$ cat config.mk
export PLATFORM = sky130hd
export DESIGN_NAME = hdlc_tx_framer
export DESIGN_NICKNAME = d
export VERILOG_FILES = /design/src/rtl/hdlc_tx_pkg.sv /design/src/rtl/hdlc_tx_bitgen.sv /design/src/rtl/hdlc_tx_packer.sv /design/src/rtl/hdlc_tx_framer.sv
export SDC_FILE = /design/constraint.sdc
export NUM_CORES = 1
export LEC_CHECK = 0
export CAP_MARGIN = 20
export CORE_MARGIN = 2
export CORE_UTILIZATION = 65
export CTS_CLUSTER_SIZE = 10
export DETAILED_ROUTE_END_ITERATION = 12
export DONT_BUFFER_PORTS = 1
export PLACE_DENSITY = 0.86
export SLEW_MARGIN = 10
export SYNTH_ARGS = -nofsm -noshare
export SYNTH_HDL_FRONTEND = slang
export SYNTH_SLANG_ARGS = --single-unit
$ cat constraint.sdc
create_clock -name clk -period 5.4 [get_ports clk]
set_input_delay 0.27 -clock clk [delete_from_list [all_inputs] [get_ports clk]]
set_output_delay 0.27 -clock clk [all_outputs]
set_load 0.02 [all_outputs]
$ cat src/rtl/hdlc_tx_pkg.sv
package hdlc_tx_pkg;

  typedef enum logic [2:0] {
    ST_IDLE,
    ST_OPEN,
    ST_DATA,
    ST_FCS,
    ST_CLOSE
  } tx_state_e;

  // reflected CRC update over one byte, data taken LSB first
  function automatic logic [15:0] crc_byte(input logic [15:0] crc_in,
                                           input logic [7:0]  data,
                                           input logic [15:0] poly);
    logic [15:0] c;
    logic        fb;
    c = crc_in;
    for (int i = 0; i < 8; i++) begin
      fb = c[0] ^ data[i];
      c  = c >> 1;
      if (fb) c = c ^ poly;
    end
    return c;
  endfunction

  function automatic logic [7:0] rev8(input logic [7:0] v);
    logic [7:0] r;
    for (int i = 0; i < 8; i++) r[i] = v[7-i];
    return r;
  endfunction

endpackage

$ cat src/rtl/hdlc_tx_bitgen.sv
module hdlc_tx_bitgen
  import hdlc_tx_pkg::*;
#(
  parameter logic [7:0]  FLAG      = 8'h7E,
  parameter logic [15:0] CRC_POLY  = 16'h8408,
  parameter logic [15:0] CRC_INIT  = 16'hFFFF,
  parameter int          STUFF_RUN = 5
) (
  input  logic       clk,
  input  logic       rst_n,
  input  logic       cfg_sig_idle,
  input  logic       adv,
  input  logic       in_valid,
  input  logic [7:0] in_data,
  input  logic       in_last,
  input  logic       in_nodata,
  output logic       in_ready,
  output logic       bit_v,
  output logic       bit_d
);
  localparam int RUN_W = $clog2(STUFF_RUN + 2);
  localparam logic [RUN_W-1:0] RUN_MAX = RUN_W'(STUFF_RUN);

  tx_state_e        state;
  logic [3:0]       pos;
  logic [7:0]       sh;
  logic [15:0]      fcs;
  logic [15:0]      crc;
  logic [RUN_W-1:0] ones;
  logic             need, last_q, got;

  logic stuff_now, start_now, line_bit;

  assign stuff_now = (ones == RUN_MAX) &&
                     ((state == ST_DATA && !need) || state == ST_FCS || state == ST_CLOSE);
  assign start_now = in_valid && (cfg_sig_idle || pos == 4'd0);

  always_comb begin
    bit_v    = 1'b0;
    bit_d    = 1'b1;
    in_ready = 1'b0;
    line_bit = 1'b0;
    unique case (state)
      ST_IDLE: if (!start_now) begin
        bit_v = adv;
        bit_d = cfg_sig_idle ? 1'b1 : FLAG[pos[2:0]];
      end
      ST_OPEN: begin
        bit_v = adv;
        bit_d = FLAG[pos[2:0]];
      end
      ST_DATA: if (need) begin
        in_ready = adv;
      end else begin
        line_bit = sh[pos[2:0]];
        bit_v    = adv;
        bit_d    = stuff_now ? 1'b0 : line_bit;
      end
      ST_FCS: begin
        line_bit = fcs[pos];
        bit_v    = adv;
        bit_d    = stuff_now ? 1'b0 : line_bit;
      end
      ST_CLOSE: begin
        bit_v = adv;
        bit_d = stuff_now ? 1'b0 : FLAG[pos[2:0]];
      end
      default: ;
    endcase
  end

  always_ff @(posedge clk or negedge rst_n) begin
    if (!rst_n) begin
      state  <= ST_IDLE;
      pos    <= '0;
      sh     <= '0;
      fcs    <= '0;
      crc    <= CRC_INIT;
      ones   <= '0;
      need   <= 1'b0;
      last_q <= 1'b0;
      got    <= 1'b0;
    end else if (adv) begin
      unique case (state)
        ST_IDLE: begin
          if (start_now) begin
            state <= ST_OPEN;
            pos   <= '0;
          end else if (!cfg_sig_idle) begin
            pos <= {1'b0, pos[2:0] + 3'd1};
          end
        end
        ST_OPEN: begin
          if (pos[2:0] == 3'd7) begin
            state <= ST_DATA;
            pos   <= '0;
            need  <= 1'b1;
            crc   <= CRC_INIT;
            ones  <= '0;
            got   <= 1'b0;
          end else begin
            pos <= pos + 4'd1;
          end
        end
        ST_DATA: begin
          if (need) begin
            if (in_valid) begin
              if (in_nodata) begin
                state <= got ? ST_FCS : ST_CLOSE;
                fcs   <= ~crc;
                pos   <= '0;
              end else begin
                sh     <= in_data;
                last_q <= in_last;
                crc    <= crc_byte(crc, in_data, CRC_POLY);
                need   <= 1'b0;
                pos    <= '0;
                got    <= 1'b1;
              end
            end
          end else if (stuff_now) begin
            ones <= '0;
          end else begin
            ones <= line_bit ? ones + 1'b1 : '0;
            if (pos[2:0] == 3'd7) begin
              pos <= '0;
              if (last_q) begin
                state <= ST_FCS;
                fcs   <= ~crc;
              end else begin
                need <= 1'b1;
              end
            end else begin
              pos <= pos + 4'd1;
            end
          end
        end
        ST_FCS: begin
          if (stuff_now) begin
            ones <= '0;
          end else begin
            ones <= line_bit ? ones + 1'b1 : '0;
            if (pos == 4'd15) begin
              state <= ST_CLOSE;
              pos   <= '0;
            end else begin
              pos <= pos + 4'd1;
            end
          end
        end
        ST_CLOSE: begin
          if (stuff_now) begin
            ones <= '0;
          end else if (pos[2:0] == 3'd7) begin
            state <= ST_IDLE;
            pos   <= '0;
          end else begin
            pos <= pos + 4'd1;
          end
        end
        default: state <= ST_IDLE;
      endcase
    end
  end

  // independent run monitor over the bits actually emitted
  logic [RUN_W-1:0] run_q;
  always_ff @(posedge clk or negedge rst_n) begin
    if (!rst_n) run_q <= '0;
    else if (bit_v)
      run_q <= (bit_d && (state == ST_DATA || state == ST_FCS)) ? run_q + 1'b1 : '0;
  end

  assert_run_limit_R4: assert property (@(posedge clk) disable iff (!rst_n)
    (bit_v && bit_d && (state == ST_DATA || state == ST_FCS)) |-> (run_q < RUN_MAX));

  assert_stuff_before_close_R4: assert property (@(posedge clk) disable iff (!rst_n)
    (bit_v && state == ST_CLOSE && run_q == RUN_MAX) |-> !bit_d);

  assert_crc_preset_R6: assert property (@(posedge clk) disable iff (!rst_n)
    (adv && state == ST_OPEN && pos[2:0] == 3'd7) |=> (crc == CRC_INIT && state == ST_DATA));

  assert_no_bit_on_load_R11: assert property (@(posedge clk) disable iff (!rst_n)
    in_ready |-> !bit_v);

endmodule

$ cat src/rtl/hdlc_tx_packer.sv
module hdlc_tx_packer
  import hdlc_tx_pkg::*;
(
  input  logic       clk,
  input  logic       rst_n,
  input  logic       cfg_bit_rev,
  input  logic       cfg_pad56,
  input  logic       bit_v,
  input  logic       bit_d,
  output logic       adv,
  output logic       out_valid,
  output logic [7:0] out_octet,
  input  logic       out_ready
);
  logic [2:0] cnt;
  logic [7:0] acc, word, octet_next;
  logic       oct_load;

  assign adv = !out_valid || out_ready;

  always_comb begin
    word = acc;
    word[cnt] = bit_d;
    if (cfg_pad56) word[7] = 1'b1;
    octet_next = cfg_bit_rev ? rev8(word) : word;
  end

  assign oct_load = bit_v && (cnt == (cfg_pad56 ? 3'd6 : 3'd7));

  always_ff @(posedge clk or negedge rst_n) begin
    if (!rst_n) begin
      cnt       <= '0;
      acc       <= '0;
      out_valid <= 1'b0;
      out_octet <= '0;
    end else begin
      if (out_valid && out_ready) out_valid <= 1'b0;
      if (oct_load) begin
        cnt       <= '0;
        acc       <= '0;
        out_valid <= 1'b1;
        out_octet <= octet_next;
      end else if (bit_v) begin
        cnt <= cnt + 3'd1;
        acc <= word;
      end
    end
  end

  assert_hold_R11: assert property (@(posedge clk) disable iff (!rst_n)
    (out_valid && !out_ready) |=> (out_valid && $stable(out_octet)));

  assert_pad_bit_R10: assert property (@(posedge clk) disable iff (!rst_n)
    (oct_load && cfg_pad56) |=> (cfg_bit_rev ? out_octet[0] : out_octet[7]));

  assert_bit_when_room_R11: assert property (@(posedge clk) disable iff (!rst_n)
    bit_v |-> adv);

endmodule

$ cat src/rtl/hdlc_tx_framer.sv
module hdlc_tx_framer #(
  parameter logic [7:0]  FLAG      = 8'h7E,
  parameter logic [15:0] CRC_POLY  = 16'h8408,
  parameter logic [15:0] CRC_INIT  = 16'hFFFF,
  parameter int          STUFF_RUN = 5
) (
  input  logic       clk,
  input  logic       rst_n,
  input  logic       cfg_sig_idle,
  input  logic       cfg_bit_rev,
  input  logic       cfg_pad56,
  input  logic       in_valid,
  input  logic [7:0] in_data,
  input  logic       in_last,
  input  logic       in_nodata,
  output logic       in_ready,
  output logic       out_valid,
  output logic [7:0] out_octet,
  input  logic       out_ready
);
  logic adv, bit_v, bit_d;

  hdlc_tx_bitgen #(
    .FLAG(FLAG), .CRC_POLY(CRC_POLY), .CRC_INIT(CRC_INIT), .STUFF_RUN(STUFF_RUN)
  ) u_bitgen (
    .clk(clk), .rst_n(rst_n), .cfg_sig_idle(cfg_sig_idle), .adv(adv),
    .in_valid(in_valid), .in_data(in_data), .in_last(in_last), .in_nodata(in_nodata),
    .in_ready(in_ready), .bit_v(bit_v), .bit_d(bit_d)
  );

  hdlc_tx_packer u_packer (
    .clk(clk), .rst_n(rst_n), .cfg_bit_rev(cfg_bit_rev), .cfg_pad56(cfg_pad56),
    .bit_v(bit_v), .bit_d(bit_d), .adv(adv),
    .out_valid(out_valid), .out_octet(out_octet), .out_ready(out_ready)
  );

  assert_ready_needs_room_R11: assert property (@(posedge clk) disable iff (!rst_n)
    in_ready |-> (!out_valid || out_ready));

endmodule

==> flow_summary.toml, run 1 <==
[logic_synthesis]
synthCells = 428
synth.largest_area_cell = "dfrtp_1"
ys_async_sr_fraction = 1.00
synthTopCellsByArea = "dfrtp_1 34%, dfstp_2 10%, o21ai_0 4.2%, nand2_1 4.1%, o22a_1 3.6%"
synth_edf_count = 0
synth_ff_type = "dfrtp_1"
yosys_warnings = 0
avgSynthCellArea_um2 = 9.72
synth_area_mm2 = 0.00416
yosysSeqAreaShare = 0.444
synth_nets = 451
synth-seq-cells = 73
netlist.area_leader.share = 0.343
synth_cell_types = 65

[setup_path]
critPathMaxFanout = 18
reg2reg_slack_ps = 2430
timing.rr.end = "u_packer.out_octet[0]"
r2r_start = "u_bitgen.pos[1]"
end_kind = "register"
critPathBufInv = 2
max_stage_delay_ps = 840
startpoint_type = "register"
cp.arrival_ps = 3230
crit_type = "reg2reg"
cp-startpoint = "u_bitgen.pos[1]"
slowest_stage = "dfrtp_1"
reg2reg_depth = 9
path_cells = "inv_1, ha_1, nor3b_1, o21ai_1, a221oi_2, buf_4, nand2b_1, or3_1, o211ai_1"
critPathTopFamily = "simple AND/OR/NAND/NOR gates"
crit_required_ps = 5660

[sta]
slew_headroom = 0.427
worst_pin_slew_ps = 860
rsz0062_at_grt = "no"
layout_setup_ws_ps = 2430
fmax_ghz = 0.336
fin_crit_sh = 0.550
hold_viol_final = 0
setup_violations = 0
slew_violations = 0
setup_tns_ps = 0
skew_ps = 7.52
hold_slack_ps = 61.5
finalCriticalPeriod_ps = 2970

[global_route]
grt_pass1_wl_mm = 14.7
grt_overflow = 0
grt_usage = 0.261
antenna_found_initial = 0
first_global_vias = 3100
grt_max_degree = 74

[finish]
diodes = 0
drive_gt1_frac = 0.129
post-route-util = 0.704
final_common_cell = "dfrtp_1"
area_growth_pct = 6.29
nFillCells = 459
seq_area_mm2 = 0.00185
finalNonFillerCells = 504
layout_common_cells = "57 x dfrtp_1, 45 x nand2_1, 35 x o21ai_0, 26 x nor2_1, 17 x o22a_1"
layout.nets = 445
multi_input_area_mm2 = 0.00217

[place]
place_ws_ps = 2130
place_congestion = 0.907
dp_cells = 484
dp_hpwl_mm = 5.98
portBuffers = 0

[power]
peakVddDrop_mv = 0.366
p_per_area_mw_per_mm2 = 623
p_leak_nw = 1.80

[die]
core_area_mm2 = 0.00628
pin_count = 27
initial_core_util = 0.663
die_h_um = 84
die-area_mm2 = 0.00706
rows = 29
die_w_um = 84

[clock_tree]
cts_root_buffer = "clkbuf_8"
clk_pin_slew_ps = 80
clk_latency_ps = 350
clk_path_buf_depth = 2
cts_tree = "done"
clock-sinks = 73
htreeDepth = 3
numCtsBuffers = 9

[routing]
ant_nets = 0
drcViolationCount = 0
drt_iter0_drc = 247
avgRoutedWirePerCell_um = 17.4
drt_wl_total_mm = 8.76
drtPass1Iterations = 5
vias = 3269
viasPerCell = 6.49

[min_path]
min_to = "u_bitgen.sh[3]"
hp-start = "in_data[3]"
hold_depth = 1
hold_path_class = "in2reg"

[status]
status = "finished clean"

[flow_run]
drv_cap = 0
## sequential cells by signal, summed over array words and instances (netlist names)
| register | count |
|---|---|
| u_bitgen.fcs | 16 |
| u_bitgen.last_q | 1 |
| u_bitgen.crc | 16 |
| u_packer.cnt | 3 |
| u_packer.out_valid | 1 |
| u_packer.acc | 8 |
| u_bitgen.ones | 3 |
| u_bitgen.sh | 8 |
| u_bitgen.got | 1 |
| u_bitgen.need | 1 |
| u_bitgen.pos | 4 |
| u_bitgen.state | 3 |
| u_packer.out_octet | 8 |
## per-stage QoR
stage | cell area [um2] | power [mW]
after floorplan | 4160 | 2.03
after global placement | 4150 | 2.20
after detailed placement | 4150 | 2.26
after CTS | 4410 | 2.74
after global routing | 4420 | 2.96
final | 4420 | 2.75
## synthesized netlist by cell type, types with 4 or more instances
master	instances
o21ai_0	35
a21oi_1	4
o21ai_1	10
mux2i_1	11
nor2_1	26
o31ai_1	5
o211ai_1	10
or3_1	10
dfstp_2	16
mux2_2	11
ha_1	6
inv_1	9
nand2b_1	16
clkbuf_1	9
nor3_1	6
and3_1	4
o22a_1	17
a21o_1	6
xor2_1	14
nor3b_1	7
nor2b_1	8
dfrtp_1	57
xnor2_1	11
nand4_1	5
nand3_1	8
buf_2	10
nand2_1	45
## cell type report
cell class	count	share of cell area
clock inverters	3	0.0105
well taps	77	0.0218
flip-flops and latches	73	0.418
repair buffers	5	0.0136
clock buffers	13	0.0382
multi-input cells	323	0.490
inverters	10	0.00849
## power by group
| group | switching [mW] | leakage, nW | internal [mW] |
|---|---|---|---|
| Sequential | 0.294 | 0.892 | 0.820 |
| Clock | 0.208 | 0.106 | 0.253 |
| Combinational | 0.645 | 0.800 | 0.534 |
| Total | 1.15 | 1.80 | 1.61 |
## how the worst max path moves through the flow
stage / to / cells past startpoint
floorplan: u_bitgen.state[0] / 10
CTS: u_packer.out_octet[0] / 8
finish: u_packer.out_octet[0] / 9
global route: u_packer.out_octet[7] / 9
global placement: u_packer.out_octet[0] / 8
detailed placement: u_packer.out_octet[0] / 8
## logic make-up after synthesis
kind of cell	count (synthesis)	share of synthesized area
flops	73	0.444
simple gates	149	0.186
mux	22	0.0562
fa+ha+maj	6	0.0180
compound gates	121	0.207
xor+xnor	25	0.0526
buf+inv	32	0.0355
## metal layers
metal	vias to the layer above	share of wire	GRT usage	routed length, um
met4	0	0.019	0.0909	164
met1	1582	0.43	0.342	3770
met5	-	0	0	0
met2	117	0.49	0.423	4250
met3	23	0.065	0.0653	567
li1	1547	-	-	-
## repair_timing
action                                 in CTS  in global routing
buffers inserted                            0                  0
endpoints found under the hold margin      73                  0
hold buffers                                2                  0
resized for setup                           0                  0
Power figures use the tool's default switching activity.
==> run 2: changes to the inputs <==
- CORE_UTILIZATION: 65 -> 64
- PLACE_DENSITY: 0.86 -> 0.85
- clock period: 5.4 -> 3 ns (I/O delays scaled with it)
==> run 2 against run 1 <==
Net effect:
- utilization is 2.2 points higher
- worst hold slack worse by 53 ps
- maximum frequency is 19% higher
- sequential share of layout area is 1.5 points lower
- cell area is 3.7% higher
- count of clock-buffer cells in the layout is 1 lower
- critical endpoint is now u_bitgen.fcs[4]
- critical path type unchanged
==> flow_summary.toml, run 2 (same netlist as run 1, synthesis figures left out) <==
[routing]
drt_iter0_drc = 279
avgRoutedWirePerCell_um = 17.7
drt_wl_total_mm = 9.17
ant_nets = 0
vias = 3325
drcViolationCount = 0
viasPerCell = 6.43
drtPass1Iterations = 5

[min_path]
hold_depth = 2
hold_path_class = "in2reg"
min_to = "u_packer.out_octet[4]"
hp-start = "cfg_bit_rev"

[die]
pin_count = 27
die_h_um = 84.6
core_area_mm2 = 0.00631
die_w_um = 84.6
die-area_mm2 = 0.00716
initial_core_util = 0.659
rows = 29

[finish]
area_growth_pct = 10.2
final_common_cell = "dfrtp_1"
largest_registers = "u_bitgen.crc x16, u_bitgen.fcs x16"
diodes = 0
post-route-util = 0.726
layout.nets = 458
multi_input_area_mm2 = 0.00217
seq_area_mm2 = 0.00185
layout_common_cells = "57 x dfrtp_1, 45 x nand2_1, 35 x o21ai_0, 26 x nor2_1, 17 x o22a_1"
nFillCells = 446
final_area_mm2 = 0.00458
drive_gt1_frac = 0.132

[setup_path]
crit_type = "reg2reg"
startpoint_type = "register"
crit_required_ps = 3190
timing.rr.end = "u_bitgen.fcs[4]"
r2r_start = "u_bitgen.state[1]"
critPathMaxFanout = 32
cp.arrival_ps = 2690
reg2reg_slack_ps = 500
reg2reg_depth = 5
end_kind = "register"

[sta]
finalCriticalPeriod_ps = 2500
setup_violations = 0
layout_setup_ws_ps = 497
setup_tns_ps = 0
rsz0062_at_grt = "no"
slew_violations = 0
skew_ps = 5.63
fin_crit_sh = 0.834
worst_pin_slew_ps = 756
fmax_ghz = 0.399
hold_viol_final = 0
slew_headroom = 0.496

[clock_tree]
htreeDepth = 3
numCtsBuffers = 9
clk_latency_ps = 340
cts_tree = "done"
clk_path_buf_depth = 2
clk_pin_slew_ps = 80
cts_root_buffer = "clkbuf_8"
clock-sinks = 73
cts_setup_buffers = 0
cts-resized-gates = 0
postCtsHoldBufs = 12

[flow_run]
drv_cap = 0

[place]
place_congestion = 0.951
portBuffers = 0
place_area_mm2 = 0.00418
dp_hpwl_mm = 6.18
place_ws_ps = 524

[global_route]
grt_usage = 0.271
antenna_found_initial = 0
grt_util_met3 = 0.0590
use_met2 = 0.435
grt_overflow = 0
grt_pass1_wl_mm = 15.2
grt_max_degree = 74
first_global_vias = 3139
grt-busiest-layer = "met2"
use_met1 = 0.362

[power]
power_mw = 5.18
internal_power_mw = 3.06
combPwrFrac = 0.432
p_per_area_mw_per_mm2 = 1130
peakVddDrop_mv = 0.698
clkPwrFrac = 0.186
p_leak_nw = 1.88
switching_power_mw = 2.12
seqPwrFrac = 0.382
switching_share = 0.409

[status]
status = "finished clean"
run 2: cell count changes in the layout (fill, tap and decap cells not counted), sizes merged:
cell | previous run | this run
dlygate4sd3 | 1 | 11
clkbuf | 13 | 12
bufinv | 1 | 3
buf | 4 | 7
inv | 10 | 9
clkinvlp | 1 | 0
clkinv | 1 | 2
run 2: per-layer routing:
metal	share of wire	up-vias
met1	0.43	1596
met4	0.020	0
met3	0.056	20
met2	0.49	138
met5	0	-
li1	-	1571
run 2: cell type report:
| type | instances | area share |
|---|---|---|
| Multi-Input combinational cell | 323 | 0.473 |
| Sequential cell | 73 | 0.403 |
| Timing Repair Buffer | 18 | 0.0399 |
| Clock buffer | 12 | 0.0339 |
| Clock inverter | 4 | 0.0216 |
| Tap cell | 77 | 0.0210 |
| Inverter | 10 | 0.00819 |
run 2: worst max-delay path, stage by stage, from the launching register on:
cell and delay (ps):
dfrtp_1 600, nor2_1 370, a2bb2oi_1 160, o2111ai_1 340, a211o_1 680, o21ai_0 190
run 2: per-stage QoR:
| step | hold WS [ps] | cells |
|---|---|---|
| 2_1_floorplan | -146 | 428 |
| 3_3_place_gp | -144 | 488 |
| 3_5_place_dp | -144 | 488 |
| 4_1_cts | 1.17 | 516 |
| 5_1_grt | 10.3 | 517 |
| 6_report | 8.18 | 517 |
run 2: worst max path at each step:
stage / slack (ps) / endpoint / from / cells past startpoint
after floorplan: 700 / u_bitgen.state[0] / u_bitgen.pos[1] / 10
after global placement: 580 / u_bitgen.got / u_bitgen.pos[1] / 5
after detailed placement: 520 / u_bitgen.got / u_bitgen.pos[1] / 5
after CTS: 520 / u_bitgen.got / u_bitgen.pos[1] / 5
after global routing: 240 / u_packer.out_octet[1] / u_bitgen.state[2] / 7
final: 500 / u_bitgen.fcs[4] / u_bitgen.state[1] / 5
run 2: power groups by stage:
stage / clock network (mW) / registers, mW / logic, mW
after floorplan: 0 / 1.75 / 1.89
after global placement: 0 / 1.96 / 2.06
after detailed placement: 0 / 1.98 / 2.13
after CTS: 0.975 / 1.97 / 2.19
after global routing: 1.02 / 2.05 / 2.49
final: 0.964 / 1.98 / 2.24
